--- config.mk ---
export PLATFORM = sky130hd
export DESIGN_NAME = pbm_ctrl
export DESIGN_NICKNAME = d
export VERILOG_FILES = /design/src/rtl/pbm_pkg.sv /design/src/rtl/pbm_cfg_reg.sv /design/src/rtl/pbm_buf_sel.sv /design/src/rtl/pbm_addr_map.sv /design/src/rtl/pbm_ctrl.sv
export SDC_FILE = /design/constraint.sdc
export NUM_CORES = 1
export LEC_CHECK = 0
export BUFFER_PORTS_ARGS = -buffer_cell sky130_fd_sc_hd__buf_2
export CORE_MARGIN = 2
export CORE_UTILIZATION = 41
export CTS_CLUSTER_DIAMETER = 150
export DETAILED_ROUTE_END_ITERATION = 10
export GPL_TIMING_DRIVEN = 0
export PLACE_DENSITY = 0.78
export SYNTH_ARGS = -nofsm -noshare
export SYNTH_HDL_FRONTEND = slang
export SYNTH_SLANG_ARGS = --single-unit
--- constraint.sdc ---
create_clock -name clk -period 2.05 [get_ports clk]
set_input_delay 0.5125 -clock clk [delete_from_list [all_inputs] [get_ports clk]]
set_output_delay 0.5125 -clock clk [all_outputs]
set_load 0.01 [all_outputs]
--- src/rtl/pbm_pkg.sv ---
package pbm_pkg;

    typedef enum logic [1:0] {
        XM_SPLIT   = 2'b00,
        XM_RX_STRM = 2'b01,
        XM_TX_STRM = 2'b10,
        XM_RSVD    = 2'b11
    } xmode_e;

    typedef struct packed {
        xmode_e     mode;
        logic [2:0] asz_code;
        logic       crc_on;
        logic       frm_own;
        logic       sec_ovr;
    } ctl_word_t;

    typedef struct packed {
        logic crypt;
        logic tx_start;
        logic rx_en;
    } flags_t;

    localparam ctl_word_t CTL_RST = '{
        mode:     XM_SPLIT,
        asz_code: 3'b001,
        crc_on:   1'b1,
        frm_own:  1'b0,
        sec_ovr:  1'b0
    };

    localparam int NWIN = 2;

    function automatic logic is_stream(xmode_e m);
        return (m == XM_RX_STRM) || (m == XM_TX_STRM);
    endfunction

    function automatic logic [3:0] asz_octets(logic [2:0] code);
        return {1'b0, code} + 4'd1;
    endfunction

    function automatic logic [1:0] crc_width(logic on);
        return on ? 2'd2 : 2'd0;
    endfunction

endpackage

--- src/rtl/pbm_cfg_reg.sv ---
module pbm_cfg_reg
    import pbm_pkg::*;
(
    input  logic       clk,
    input  logic       rst,
    input  logic       cfg_we,
    input  logic [7:0] cfg_wdata,
    input  logic       flg_we,
    input  logic [2:0] flg_wdata,
    output ctl_word_t  ctl_q,
    output flags_t     flg_q,
    output logic       err_q,
    output logic       mode_load
);

    ctl_word_t wr_w;
    ctl_word_t ctl_d;
    flags_t    flg_d;
    logic      busy;
    logic      mode_bad;

    assign wr_w = ctl_word_t'(cfg_wdata);
    assign busy = flg_q.rx_en | flg_q.tx_start;

    always_comb begin
        ctl_d    = ctl_q;
        flg_d    = flg_q;
        mode_bad = 1'b0;
        if (flg_we) begin
            flg_d = flags_t'(flg_wdata);
        end
        if (cfg_we) begin
            ctl_d.crc_on  = wr_w.crc_on;
            ctl_d.sec_ovr = wr_w.sec_ovr;
            if (!busy) begin
                ctl_d.asz_code = wr_w.asz_code;
                ctl_d.frm_own  = wr_w.frm_own;
            end
            // mode and frame bit are accepted or refused together
            mode_bad = (wr_w.mode == XM_RSVD) ||
                       (is_stream(wr_w.mode) && !ctl_d.frm_own);
            if (mode_bad) begin
                ctl_d.frm_own = ctl_q.frm_own;
            end else begin
                ctl_d.mode = wr_w.mode;
                case (wr_w.mode)
                    XM_TX_STRM: flg_d.rx_en = 1'b0;
                    XM_RX_STRM: begin
                        flg_d.rx_en    = 1'b1;
                        flg_d.tx_start = 1'b0;
                        flg_d.crypt    = 1'b0;
                    end
                    default: ;
                endcase
            end
        end
    end

    assign mode_load = cfg_we && !mode_bad && (wr_w.mode != ctl_q.mode);

    always_ff @(posedge clk) begin
        if (rst) begin
            ctl_q <= CTL_RST;
            flg_q <= '0;
            err_q <= 1'b0;
        end else begin
            ctl_q <= ctl_d;
            flg_q <= flg_d;
            err_q <= cfg_we && mode_bad;
        end
    end

endmodule

--- src/rtl/pbm_buf_sel.sv ---
module pbm_buf_sel
    import pbm_pkg::*;
(
    input  logic   clk,
    input  logic   rst,
    input  xmode_e mode,
    input  logic   mode_load,
    input  logic   buf_done,
    output logic   sel_q
);

    logic sel_d;

    always_comb begin
        sel_d = sel_q;
        if (mode_load) begin
            sel_d = 1'b0;
        end else if (is_stream(mode) && buf_done) begin
            sel_d = ~sel_q;
        end
    end

    always_ff @(posedge clk) begin
        if (rst) sel_q <= 1'b0;
        else     sel_q <= sel_d;
    end

endmodule

--- src/rtl/pbm_addr_map.sv ---
module pbm_addr_map
    import pbm_pkg::*;
#(
    parameter int HADDR_W = 10,
    parameter int OFF_W   = 8,
    parameter logic [HADDR_W-1:0] TXW_BASE = 10'h200,
    parameter int TXW_LEN = 128,
    parameter logic [HADDR_W-1:0] RXW_BASE = 10'h300,
    parameter int RXW_LEN = 132
) (
    input  xmode_e             mode,
    input  logic               sel,
    input  logic [HADDR_W-1:0] host_addr,
    input  logic               host_we,
    output logic               acc_valid,
    output logic               acc_buf,
    output logic [OFF_W-1:0]   acc_off,
    output logic               acc_we
);

    localparam logic [HADDR_W:0] W_LO [NWIN] = '{
        {1'b0, TXW_BASE}, {1'b0, RXW_BASE}
    };
    localparam logic [HADDR_W:0] W_HI [NWIN] = '{
        {1'b0, TXW_BASE} + (HADDR_W+1)'(TXW_LEN),
        {1'b0, RXW_BASE} + (HADDR_W+1)'(RXW_LEN)
    };

    logic [NWIN-1:0] hit;
    logic [OFF_W-1:0] woff [NWIN];

    for (genvar w = 0; w < NWIN; w++) begin : g_win
        logic [HADDR_W:0] a_ext;
        logic [HADDR_W:0] diff;
        assign a_ext   = {1'b0, host_addr};
        assign diff    = a_ext - W_LO[w];
        assign hit[w]  = (a_ext >= W_LO[w]) && (a_ext < W_HI[w]);
        assign woff[w] = diff[OFF_W-1:0];
    end

    always_comb begin
        acc_valid = 1'b0;
        acc_buf   = 1'b0;
        acc_off   = '0;
        case (mode)
            XM_SPLIT: begin
                if (hit[0]) begin
                    acc_valid = 1'b1;
                    acc_off   = woff[0];
                end else if (hit[1]) begin
                    acc_valid = 1'b1;
                    acc_buf   = 1'b1;
                    acc_off   = woff[1];
                end
            end
            XM_TX_STRM: begin
                if (hit[0]) begin
                    acc_valid = 1'b1;
                    acc_buf   = sel;
                    acc_off   = woff[0];
                end
            end
            XM_RX_STRM: begin
                if (hit[1]) begin
                    acc_valid = 1'b1;
                    acc_buf   = sel;
                    acc_off   = woff[1];
                end
            end
            default: ;
        endcase
    end

    assign acc_we = host_we && acc_valid;

endmodule

--- src/rtl/pbm_ctrl.sv ---
module pbm_ctrl
    import pbm_pkg::*;
#(
    parameter int HADDR_W = 10,
    parameter int OFF_W   = 8,
    parameter logic [HADDR_W-1:0] TXW_BASE = 10'h200,
    parameter int TXW_LEN = 128,
    parameter logic [HADDR_W-1:0] RXW_BASE = 10'h300,
    parameter int RXW_LEN = 132
) (
    input  logic               clk,
    input  logic               rst,
    input  logic               cfg_we,
    input  logic [7:0]         cfg_wdata,
    output logic [7:0]         cfg_rdata,
    output logic               cfg_err,
    input  logic               flg_we,
    input  logic [2:0]         flg_wdata,
    output logic               rx_en,
    output logic               tx_start,
    output logic               crypt_en,
    input  logic               buf_done,
    input  logic [HADDR_W-1:0] host_addr,
    input  logic               host_we,
    output logic               acc_valid,
    output logic               acc_buf,
    output logic [OFF_W-1:0]   acc_off,
    output logic               acc_we,
    output logic [3:0]         addr_octets,
    output logic [1:0]         crc_octets,
    output logic               sec_ovr
);

    ctl_word_t ctl;
    flags_t    flg;
    logic      mode_load;
    logic      buf_sel;

    pbm_cfg_reg u_cfg (
        .clk       (clk),
        .rst       (rst),
        .cfg_we    (cfg_we),
        .cfg_wdata (cfg_wdata),
        .flg_we    (flg_we),
        .flg_wdata (flg_wdata),
        .ctl_q     (ctl),
        .flg_q     (flg),
        .err_q     (cfg_err),
        .mode_load (mode_load)
    );

    pbm_buf_sel u_sel (
        .clk       (clk),
        .rst       (rst),
        .mode      (ctl.mode),
        .mode_load (mode_load),
        .buf_done  (buf_done),
        .sel_q     (buf_sel)
    );

    pbm_addr_map #(
        .HADDR_W  (HADDR_W),
        .OFF_W    (OFF_W),
        .TXW_BASE (TXW_BASE),
        .TXW_LEN  (TXW_LEN),
        .RXW_BASE (RXW_BASE),
        .RXW_LEN  (RXW_LEN)
    ) u_map (
        .mode      (ctl.mode),
        .sel       (buf_sel),
        .host_addr (host_addr),
        .host_we   (host_we),
        .acc_valid (acc_valid),
        .acc_buf   (acc_buf),
        .acc_off   (acc_off),
        .acc_we    (acc_we)
    );

    assign cfg_rdata   = ctl;
    assign rx_en       = flg.rx_en;
    assign tx_start    = flg.tx_start;
    assign crypt_en    = flg.crypt;
    assign addr_octets = asz_octets(ctl.asz_code);
    assign crc_octets  = crc_width(ctl.crc_on);
    assign sec_ovr     = ctl.sec_ovr;

endmodule

==> summary.md, run 1 <==
| Metric | Value |
|---|---|
| Status | complete, but fails checks |
| Failing checks | setup timing |
| DP Cell Count | 179 |
| Worst-case clock skew | 0.005496 ns |
| Area post-placement | 1207 um^2 |
| Peak supply drop | 446.3 uV |
| Number of synthesized flops with an enable pin | 0 |
| First-pass GRT wire length | 3933 um |
| Pins Over Slew Limit | 0 |
| Sw power | 0.0002290 W |
| IO Count | 57 |
| Initial antenna violation count | 0 |
| Fmax | 449.3 MHz |
| Cell count after synthesis | 97 |
| Setup ws final | -0.1756 ns |
| Clock Power Share | 0.231 |
| Area occupied by multi-input gates | 673.1 um^2 |
| Worst path cell trace | inv_4 > ha_4 > or2_4 > a22oi_2 > buf_2 > a21boi_1 > buf_2 |
| Syn nets | 131 |
| Final wirelength | 2573 um |
| P_int | 0.0004767 W |
| Fillers | 155 |
| Initial Utilization | 0.4463 |
| Pwr Density | 491.3 nW/um^2 |
| CP max FO | 4 |
| Vias in the first global route | 936 |
| Distinct cells, synth | 36 |
| Vias/cell | 5.149 |
| Cts-stage hold buffer count | 0 |
| Post-layout min period | 2.226 ns |
| Critical path's largest stage delay | 0.40 ns |
| CTS H-tree lvls | 1 |
| Max-Cap Viols | 0 |
| Synth Register Bits | 13 |
| Die width | 50.68 um |
| # setup viols final | 11 |
| Crit path kind | register to output port |
| Antenna-violating nets left | 0 |
| Slowest CP cell | dfxtp_4 |
| Flop pwr share | 0.411 |
| Area grow syn2layout | 60.78% |
| Total gr overflow | 0 |
| Row cnt | 16 |
| Switching share of total power | 0.3245 |
| Buffers & Inverters on Critical Path | 3 |
| Yosys top cell by area | dfxtp_1 |
| # diodes | 0 |
| WP data required | 1.54 ns |
| Prevailing post-synth register cell | dfxtp_1 |
| Yosys top cell area share | 0.2913 |
| Largest net degree at the start of global routing | 11 |
| Asr flop ratio synth | 0 |
| Final Hold Viols | 0 |
| Clk buf depth | 2 |
| 1st-pass router iterations | 4 |
| Slew margin rel. | 0.5789 |
| Placer Congestion | 0.7108 |
| Residual DRC | 0 |
| Via count | 1,004 |
| Root Driver | clkbuf_4 |
| Fraction of layout cells with a size suffix above 1 | 0.5655 |
| Final worst path period share | 1.086 |
| Register area share after synthesis | 0.2913 |
| Worst-path clk slew | 0.08 ns |
| Skew-Pair Late Insertion Delay | 0.28 ns |
| Core area | 2002 um^2 |
| Synthesized area | 893.4 um^2 |
| Total CTS buffers | 3 |
| CP endpoint kind | output port |
| RSZ-0062 raised after global routing | yes |
| Port bufs | 55 |
| Register area | 267.8 um^2 |
| Final #Nets | 203 |
| DR iter-0 viols | 8 |
| Final Non-Filler Cells | 195 |
| CP startpoint kind | register |
| DIE HEIGHT | 50.68 um |
| GR Util All Layers | 0.2016 |
| Sink Count | 13 |
| Actual slew at the worst max-slew pin | 0.6250 ns |
| HPWL Detailed | 1705 um |
| CTS tree | yes |
| Crit-path leading delay family | flip-flops |
| Final core utilization | 0.7175 |
| Comb pwr share | 0.358 |
| Post-route setup TNS | -1.391 ns |
| Crit path arrival time | 1.71 ns |
| DIE AREA | 2568 um^2 |
| Post-route cell area | 1436 um^2 |
| Critical Path Most Common Cell | buf_2 |
| Area contributors post-synth | dfxtp_1, ha_1, mux2i_1 |
| Yosys warns | 0 |
| Worst hold path class | input pin to register |
| Wire per inst | 13.19 um |
| LEAKAGE | 0.7278 nW |
| Mean Syn Cell Area | 9.210 um^2 |
## flip-flops by register name, indices dropped and copies added, names as in the netlist
| register | count |
|---|---|
| u_cfg.err_q | 1 |
| u_cfg.flg_q | 3 |
| u_cfg.ctl_q | 8 |
| u_sel.sel_q | 1 |
## cells in the final DEF, fill, tap and decap left out, types with 3 or more instances in the layout
master / instances
nor2_1: 7
buf_2: 56
mux2i_1: 8
a21boi_1: 5
nand2_1: 3
inv_1: 6
clkbuf_4: 3
ha_4: 4
dfxtp_1: 11
a211oi_1: 4
a31oi_1: 3
buf_4: 11
nand2b_1: 4
ha_1: 3
buf_6: 3
## power by group through the flow
| stage | sequential (W) | combinational (W) | clock (W) |
|---|---|---|---|
| 6_report | 0.000290 | 0.000253 | 0.000163 |
| 4_1_cts | 0.000290 | 0.000243 | 0.000163 |
| 2_1_floorplan | 0.000300 | 0.000116 | 0 |
| 3_5_place_dp | 0.000295 | 0.000205 | 0 |
| 3_3_place_gp | 0.000293 | 0.000200 | 0 |
| 5_1_grt | 0.000294 | 0.000275 | 0.000175 |
## cell usage after synthesis, types with 2 or more instances
cell type	number
a211oi_1	4
nand2b_1	4
xor2_1	2
a21boi_0	6
inv_1	8
xnor2_1	2
buf_4	3
dfxtp_1	13
nor3b_1	2
a211o_2	2
a31oi_1	3
ha_1	7
nor4b_1	2
mux2i_1	8
nor2_1	8
nand2_1	3
## final timing paths
path	start	end	slack (ns)	depth (start not counted)
worst max-delay path	u_cfg.ctl_q[7]	acc_off[3]	-0.18	7
worst min-delay path	cfg_wdata[3]	u_cfg.ctl_q[3]	0.45	2
worst max register to register	u_cfg.flg_q[1]	u_cfg.flg_q[0]	0.46	3
worst min register to register	u_cfg.ctl_q[1]	u_cfg.ctl_q[1]	0.49	2
## repair_timing
action                     in CTS  in global routing
pin swaps                       6                  3
buffers inserted                8                  3
resized for setup              29                  4
setup endpoints to repair      11                 11
gates cloned                    1                  0
## cells by family after synthesis
kind of cell,after synthesis,synth area share
AOI/OAI and AO/OA,24,0.2199
muxes,8,0.08964
and+or+nand+nor,28,0.1947
xor gates and xnor gates,4,0.03922
buffers and inverters,12,0.06302
adders and majority gates,7,0.09803
other,1,0.004198
DFF,13,0.2913
## layout make-up
class,count,share of cell area
flip-flops and latches,13,0.1864
plain buffers,4,0.01829
repair buffers,67,0.2605
well taps,27,0.02352
multi-input cells,72,0.4686
clock buffers,4,0.01829
inverters,8,0.02439
## per-stage QoR
stage               hold WS, ns  total power [W]  setup WS [ns]
finish                   0.4488        0.0007057        -0.1756
CTS                      0.4457        0.0006957        -0.1482
global placement         0.4651        0.0004936        -0.1352
detailed placement       0.4748        0.0005000        -0.2104
global route             0.4453        0.0007439        -0.2182
floorplan                0.4917        0.0004160      0.0005279
## layer usage
metal  GRT usage  wire (um)  up-vias
met5           0          0        -
met4     0.09459         39        0
met3     0.02976        215        4
met2      0.3991       1347       50
met1      0.2015        971      458
li1            -          -      492
(Power assumes the default switching activity.)
==> run 2, diff against run 1 <==
--- a/config.mk
+++ b/config.mk
@@ -7,11 +7,12 @@
 export LEC_CHECK = 0
 export BUFFER_PORTS_ARGS = -buffer_cell sky130_fd_sc_hd__buf_2
 export CORE_MARGIN = 2
-export CORE_UTILIZATION = 41
+export CORE_UTILIZATION = 42
 export CTS_CLUSTER_DIAMETER = 150
 export DETAILED_ROUTE_END_ITERATION = 10
 export GPL_TIMING_DRIVEN = 0
 export PLACE_DENSITY = 0.78
 export SYNTH_ARGS = -nofsm -noshare
 export SYNTH_HDL_FRONTEND = slang
+export SYNTH_HIERARCHICAL = 1
 export SYNTH_SLANG_ARGS = --single-unit
==> run 2 against run 1 <==
The run still ends with setup timing left. Largest cell class unchanged. Worst hold slack improved by 0.0020 ns. Largest power group unchanged. Count of clock-buffer cells in the layout did not move. Utilization fell by 2.5 points. Highest routed layer unchanged. Non-clock buffer count fell by 3. Cell area rose by 3.6%.
==> summary.md, run 2 <==
| Metric | Value |
|---|---|
| Total CTS buffers | 3 (unchanged) |
| Via count | 974 (-3.0%) |
| Max reg flops | 8 (unchanged) |
| Setup ws final | -0.3855 ns (-0.2099 ns) |
| Synth Register Bits | 13 (unchanged) |
| Largest regs | u_cfg/ctl_q (8), u_cfg/flg_q (3) |
| Vias/cell | 4.944 (-4.0%) |
| Most common cell after layout, fill and taps aside | buf_2 |
| Failing checks | setup timing |
| Clk buf depth | 2 (unchanged) |
| Status | complete, but fails checks |
| CTS H-tree lvls | 1 (unchanged) |
| Pre-CTS setup slack | -0.3469 ns (-0.1365 ns) |
| Final #Nets | 204 (+0.49%) |
| Total gr overflow | 0 (unchanged) |
| Final wirelength | 2421 um (-5.9%) |
| 1st-pass router iterations | 4 (unchanged) |
| Antenna-violating nets left | 0 (unchanged) |
| Fillers | 181 (+17%) |
| Final Non-Filler Cells | 197 (+1.0%) |
| Worst-case clock skew | 0.004901 ns (-0.0005945 ns) |
| Reg-to-Reg Start | u_cfg/flg_q[0] |
| Area contributors post-synth | dfxtp_1, mux2i_1, ha_1 |
| Number of synthesized flops with an enable pin | 0 (unchanged) |
| Placer Congestion | 0.7888 (+11%) |
| Max-Cap Viols | 0 (unchanged) |
| Residual DRC | 0 (unchanged) |
| Port bufs | 55 (unchanged) |
| Cell count after synthesis | 100 (+3.1%) |
| Most frequent cells in the layout | buf_2, buf_4, dfxtp_1 |
| WP data required | 1.54 ns (about the same) |
| Wire per inst | 12.29 um (-6.9%) |
| Asr flop ratio synth | 0 (unchanged) |
| GR Util All Layers | 0.1985 (-0.003098) |
| Worst reg2reg endpoint | u_sel/sel_q |
| Synthesized area | 929.6 um^2 (+4.1%) |
| LEAKAGE | 0.7740 nW (+6.3%) |
| Distinct cells, synth | 39 (+8.3%) |
| Crit path arrival time | 1.92 ns (+0.21 ns) |
| Yosys top cell by area | dfxtp_1 |
| GR Util met3 | 0.02924 (-0.0005221) |
| Initial Utilization | 0.4327 (-0.01352) |
| Routing usage on met1 | 0.2058 (+0.004324) |
| Skew-Pair Late Insertion Delay | 0.27 ns (about the same) |
| Yosys warns | 6 (+6) |
| DIE HEIGHT | 51.05 um (+0.72%) |
| Peak supply drop | 413.0 uV (-7.5%) |
| DR iter-0 viols | 9 (+1) |
| Synth cell count leaders | dfxtp_1, mux2i_1, nand2_1 |
| Crit path kind | register to output port |
| Cts-stage hold buffer count | 0 (unchanged) |
| Register area | 267.8 um^2 (unchanged) |
| Die width | 51.05 um (+0.72%) |
| Pins Over Slew Limit | 0 (unchanged) |
| Worst setup path endpoint | acc_we |
| Syn nets | 134 (+2.3%) |
| Met2 Usage GRT | 0.3961 (-0.003019) |
| Post-route setup TNS | -3.828 ns (-2.437 ns) |
| Worst hold path class | input pin to register |
| RSZ-0062 raised after global routing | yes |
| # setup viols final | 11 (unchanged) |
| Row cnt | 17 (+1) |
| Final worst path period share | 1.188 (+0.1024) |
| IO Count | 57 (unchanged) |
| Fraction of layout cells with a size suffix above 1 | 0.5740 (+0.008488) |
| Vias in the first global route | 958 (+2.4%) |
| Area occupied by multi-input gates | 726.9 um^2 (+8.0%) |
| DIE AREA | 2606 um^2 (+1.4%) |
| Core area | 2148 um^2 (+7.3%) |
| Largest net degree at the start of global routing | 10 (-1) |
| Worst Setup SP | u_cfg/ctl_q[6] |
| Hold slack final | 0.4508 ns (+0.001986 ns) |
| Sink Count | 13 (unchanged) |
| Power Total | 0.0006997 W (-0.84%) |
| Post-layout min period | 2.435 ns (+0.2099 ns) |
| Top-count cell post-synth | dfxtp_1 |
| Most flops, register | u_cfg/ctl_q |
| Pwr Density | 470.3 nW/um^2 (-4.3%) |
| Yosys top cell area share | 0.2799 (-0.01137) |
| Root Driver | clkbuf_4 |
| Final Hold Viols | 0 (unchanged) |
| CP max FO | 7 (+3) |
| First-pass GRT wire length | 4002 um (+1.8%) |
| DP Cell Count | 183 (+2.2%) |
| Most Used Layer, Global Route | met2 |
| Initial antenna violation count | 0 (unchanged) |
| CP endpoint kind | output port |
| CTS tree | yes |
| Worst R2R Path Depth | 5 (+2) |
| R2R setup slack | 0.36 ns (-0.10 ns) |
| Fmax | 410.6 MHz (-8.6%) |
| Register area share after synthesis | 0.2799 (-0.01137) |
| Prevailing post-synth register cell | dfxtp_1 |
| Area grow syn2layout | 60.03% |
| HPWL Detailed | 1771 um (+3.9%) |
| # diodes | 0 (unchanged) |
| CP startpoint kind | register |
| Worst-path clk slew | 0.09 ns (about the same) |
| Mean Syn Cell Area | 9.296 um^2 (+0.94%) |
## run 2: cell types whose count changed after synthesis, sizes merged, moves of 2 or more
cell / delta
nor3: +2
nor2b: +2
a31oi: -3
nand2: +6
nand2b: -5
mux2i: +2
a211oi: -2
a211o: -3
## run 2: cell type report
type,count,share of cell area
buffer,4,0.02860
multi-input combinational,75,0.4886
clock buffer,4,0.01766
timing repair buffer,64,0.2389
inverter,9,0.02271
sequential,13,0.1800
tap,28,0.02355
## run 2: per-stage QoR
stage / utilization / cell area, um^2
global route: 0.6925 / 1488
finish: 0.6925 / 1488
CTS: 0.6808 / 1463
detailed placement: 0.6133 / 1318
floorplan: - / 1007
global placement: 0.6133 / 1318
## run 2: kinds of logic after synthesis
group	count (synthesis)	synth area share
AO/OA/AOI/OAI	21	0.2032
XOR/XNOR	5	0.04711
adder cells (fa/ha/maj)	7	0.09421
buffers and inverters	13	0.07267
flip-flops	13	0.2799
multiplexers	11	0.1198
other	1	0.004034
AND/OR/NAND/NOR	29	0.1790
## run 2: worst min-delay path by stage
stage / from / endpoint / slack [ns] / cells after the start
floorplan: u_cfg/ctl_q[7] / u_cfg/ctl_q[7] / 0.51 / 2
global placement: u_cfg/ctl_q[2] / u_cfg/ctl_q[2] / 0.49 / 2
detailed placement: u_cfg/ctl_q[2] / u_cfg/ctl_q[2] / 0.50 / 2
CTS: cfg_wdata[2] / u_cfg/ctl_q[2] / 0.45 / 3
global route: cfg_wdata[2] / u_cfg/ctl_q[2] / 0.47 / 3
finish: cfg_wdata[2] / u_cfg/ctl_q[2] / 0.45 / 3
## run 2: critical path, cell delays in order, from the launching register on
cell      delay (ns)
dfxtp_4         0.37
ha_4            0.16
nand3b_1        0.17
or4b_4          0.51
buf_12          0.17
a21boi_4        0.13
buf_2           0.13
## run 2: per-layer routing
layer  up-vias  routed length, um
li1        490                  -
met1       440                961
met2        42               1237
met3         2                201
met4         0                 21
met5         -                  0
## run 2: power by group
| part | internal, W | total [W] | switching [W] |
|---|---|---|---|
| Sequential | 0.000269 | 0.000286 | 0.0000175 |
| Clock | 0.0000752 | 0.000160 | 0.0000847 |
| Combinational | 0.000131 | 0.000254 | 0.000123 |
| Total | 0.000475 | 0.000700 | 0.000225 |
## run 2: what timing repair did
item / CTS / global route
pin swaps: 7 / 7
buffers inserted: 8 / 1
setup endpoints to repair: 11 / 11
gates cloned: 1 / 0
resized for setup: 11 / 3
hold endpoints to repair: 0 / 0
==> run 3, diff against run 2 <==
--- a/config.mk
+++ b/config.mk
@@ -6,7 +6,6 @@
 export NUM_CORES = 1
 export LEC_CHECK = 0
 export BUFFER_PORTS_ARGS = -buffer_cell sky130_fd_sc_hd__buf_2
-export CORE_MARGIN = 2
 export CORE_UTILIZATION = 42
 export CTS_CLUSTER_DIAMETER = 150
 export DETAILED_ROUTE_END_ITERATION = 10
==> run 3 against run 2 <==
The flow still finishes with violations (setup timing). Die area is 7.7% lower. Count of clock-buffer cells in the layout is the same. Global-route usage up 0.65 points. Via count up 0.31%. Clock power shrank 3%. Wire length up 0.58%. Sequential share of layout area grew 0.31 points. Final cell count shrank 1.0%. Flip-flop and latch count did not move. First-iteration DRC count rose by 33%. Combinational power hardly changed. Critical endpoint unchanged. Highest routed layer unchanged.
==> summary.md, run 3 (synthesis gave the netlist of run 2 again) <==
| Metric | Value |
|---|---|
| CTS H-tree lvls | 1 (unchanged) |
| Slowest CP cell | or4b_4 |
| Vias in the first global route | 899 (-6.2%) |
| Crit path kind | register to output port |
| DR iter-0 viols | 12 (+3) |
| HPWL Detailed | 1670 um (-5.7%) |
| Port bufs | 55 (unchanged) |
| Max reg flops | 8 (unchanged) |
| Area post-placement | 1316 um^2 (about the same) |
| Setup ws final | -0.4050 ns (-0.01954 ns) |
| Area grow syn2layout | 57.33% |
| Crit path arrival time | 1.94 ns (+0.02 ns) |
| Post-layout min period | 2.455 ns (+0.01954 ns) |
| Fmax | 407.3 MHz (-0.80%) |
| Final wirelength | 2435 um (+0.58%) |
| Sink Count | 13 (unchanged) |
| Fraction of layout cells with a size suffix above 1 | 0.5655 (-0.008488) |
| Antenna-violating nets left | 0 (unchanged) |
| DIE HEIGHT | 49.05 um (-3.9%) |
| Largest net degree at the start of global routing | 10 (unchanged) |
| CP max FO | 5 (-2) |
| Die width | 49.05 um (-3.9%) |
| Worst-case clock skew | 0.0004086 ns (-0.004493 ns) |
| Core area | 2022 um^2 (-5.9%) |
| Skew-Pair Late Insertion Delay | 0.27 ns (about the same) |
| Via count | 977 (+0.31%) |
| Post-route cell area | 1463 um^2 (-1.7%) |
| 1st-pass router iterations | 4 (unchanged) |
| CTS tree | yes |
| Final Non-Filler Cells | 195 (-1.0%) |
| Hold_sp | cfg_wdata[3] |
| # setup viols final | 11 (unchanged) |
| Worst path cell trace | ha_4 > or4b_4 > o22a_4 > a21boi_4 > buf_2 |
| Vias/cell | 5.010 (+1.3%) |
| Crit-path leading delay family | simple AND/OR/NAND/NOR gates |
| CP endpoint kind | output port |
| Row cnt | 16 (-1) |
| # diodes | 0 (unchanged) |
| Final Hold Viols | 0 (unchanged) |
| Most frequent cells in the layout | buf_2, buf_4, dfxtp_1 |
| First-pass GRT wire length | 3843 um (-4.0%) |
| Reg-to-Reg Start | u_cfg/flg_q[0] |
| Placer Congestion | 0.7517 (-4.7%) |
| Pins Over Slew Limit | 0 (unchanged) |
| Status | complete, but fails checks |
| Worst hold path class | input pin to register |
| DP Cell Count | 182 (-0.55%) |
| CP startpoint kind | register |
| LEAKAGE | 0.7576 nW (-2.1%) |
| Total CTS buffers | 3 (unchanged) |
| Root Driver | clkbuf_4 |
| Cts-stage hold buffer count | 0 (unchanged) |
| GR Util All Layers | 0.2050 (+0.006457) |
| Pwr Density | 476.9 nW/um^2 (+1.4%) |
| DIE AREA | 2405 um^2 (-7.7%) |
| WP data required | 1.54 ns (about the same) |
| IO Count | 57 (unchanged) |
| Initial antenna violation count | 0 (unchanged) |
| RSZ-0062 raised after global routing | yes |
| Final #Nets | 203 (-0.49%) |
| Max-Cap Viols | 0 (unchanged) |
| Failing checks | setup timing |
| Buffers & Inverters on Critical Path | 1 (-1) |
| Final worst path period share | 1.198 (+0.009531) |
| Wire per inst | 12.49 um (+1.6%) |
| Most flops, register | u_cfg/ctl_q |
| Critical path's largest stage delay | 0.53 ns (+0.02 ns) |
| Largest regs | u_cfg/ctl_q (8), u_cfg/flg_q (3) |
| Initial Utilization | 0.4598 (+0.02705) |
| Clk buf depth | 2 (unchanged) |
| Peak supply drop | 459.8 uV (+11%) |
| Residual DRC | 0 (unchanged) |
| Total gr overflow | 0 (unchanged) |
| Worst Setup SP | u_cfg/ctl_q[6] |
| Worst-path clk slew | 0.07 ns (-0.02 ns) |
| Most common cell after layout, fill and taps aside | buf_2 |
-- run 3: final timing paths --
kind / end / slack (ns) / cells past startpoint
setup / recovery: acc_we / -0.41 / 5
hold / removal: u_cfg/ctl_q[3] / 0.46 / 3
setup reg to reg: u_sel/sel_q / 0.30 / 5
hold reg to reg: u_cfg/ctl_q[2] / 0.52 / 2
-- run 3: worst min-delay path, delay by kind of cell --
family	cells	cell delay, ns
buffers and inverters	1	0.07
muxes	1	0.05
and+or+nand+nor	1	0.06
-- run 3: cell type report --
type                    instances  area [um^2]
repair buffers                 63        341.6
flip-flops and latches         13        267.8
fillers                       155        559.3
clock buffers                   4        26.28
well taps                      27        33.78
inverters                       9        33.78
plain buffers                   4        33.78
multi-input cells              75        725.7
-- run 3: what timing repair did --
item                       CTS  global route
hold endpoints to repair     0             0
pin swaps                   10             4
gates resized for setup      5             6
buffers inserted             7             1
setup endpoints to repair   11            11
gates cloned                 1             0
-- run 3: through the flow --
stage               utilization  setup slack, ns  total power (W)  setup TNS (ns)  hold slack [ns]
finish                   0.7234          -0.4050        0.0006975          -3.748           0.4593
CTS                      0.7054          -0.4200        0.0006923          -3.934           0.4561
global route             0.7234          -0.4713        0.0007422          -4.515           0.4579
global placement         0.6510          -0.2916        0.0005063          -2.387           0.4892
floorplan                     -         -0.02662        0.0004273         -0.1546           0.5079
detailed placement       0.6510          -0.2949        0.0005127          -2.448           0.5054
-- run 3: power breakdown --
group          switching [W]  leakage (nW)  internal [W]
logic               0.000126         0.634      0.000129
registers          0.0000179         0.108      0.000269
clock network      0.0000808        0.0150     0.0000755
-- run 3: layer usage --
metal | track usage | share of wire | routed length [um]
met5 | 0 | 0 | 0
met4 | 0.1029 | 0.016 | 39
met3 | 0.02492 | 0.055 | 134
met2 | 0.3912 | 0.50 | 1218
met1 | 0.2178 | 0.43 | 1043
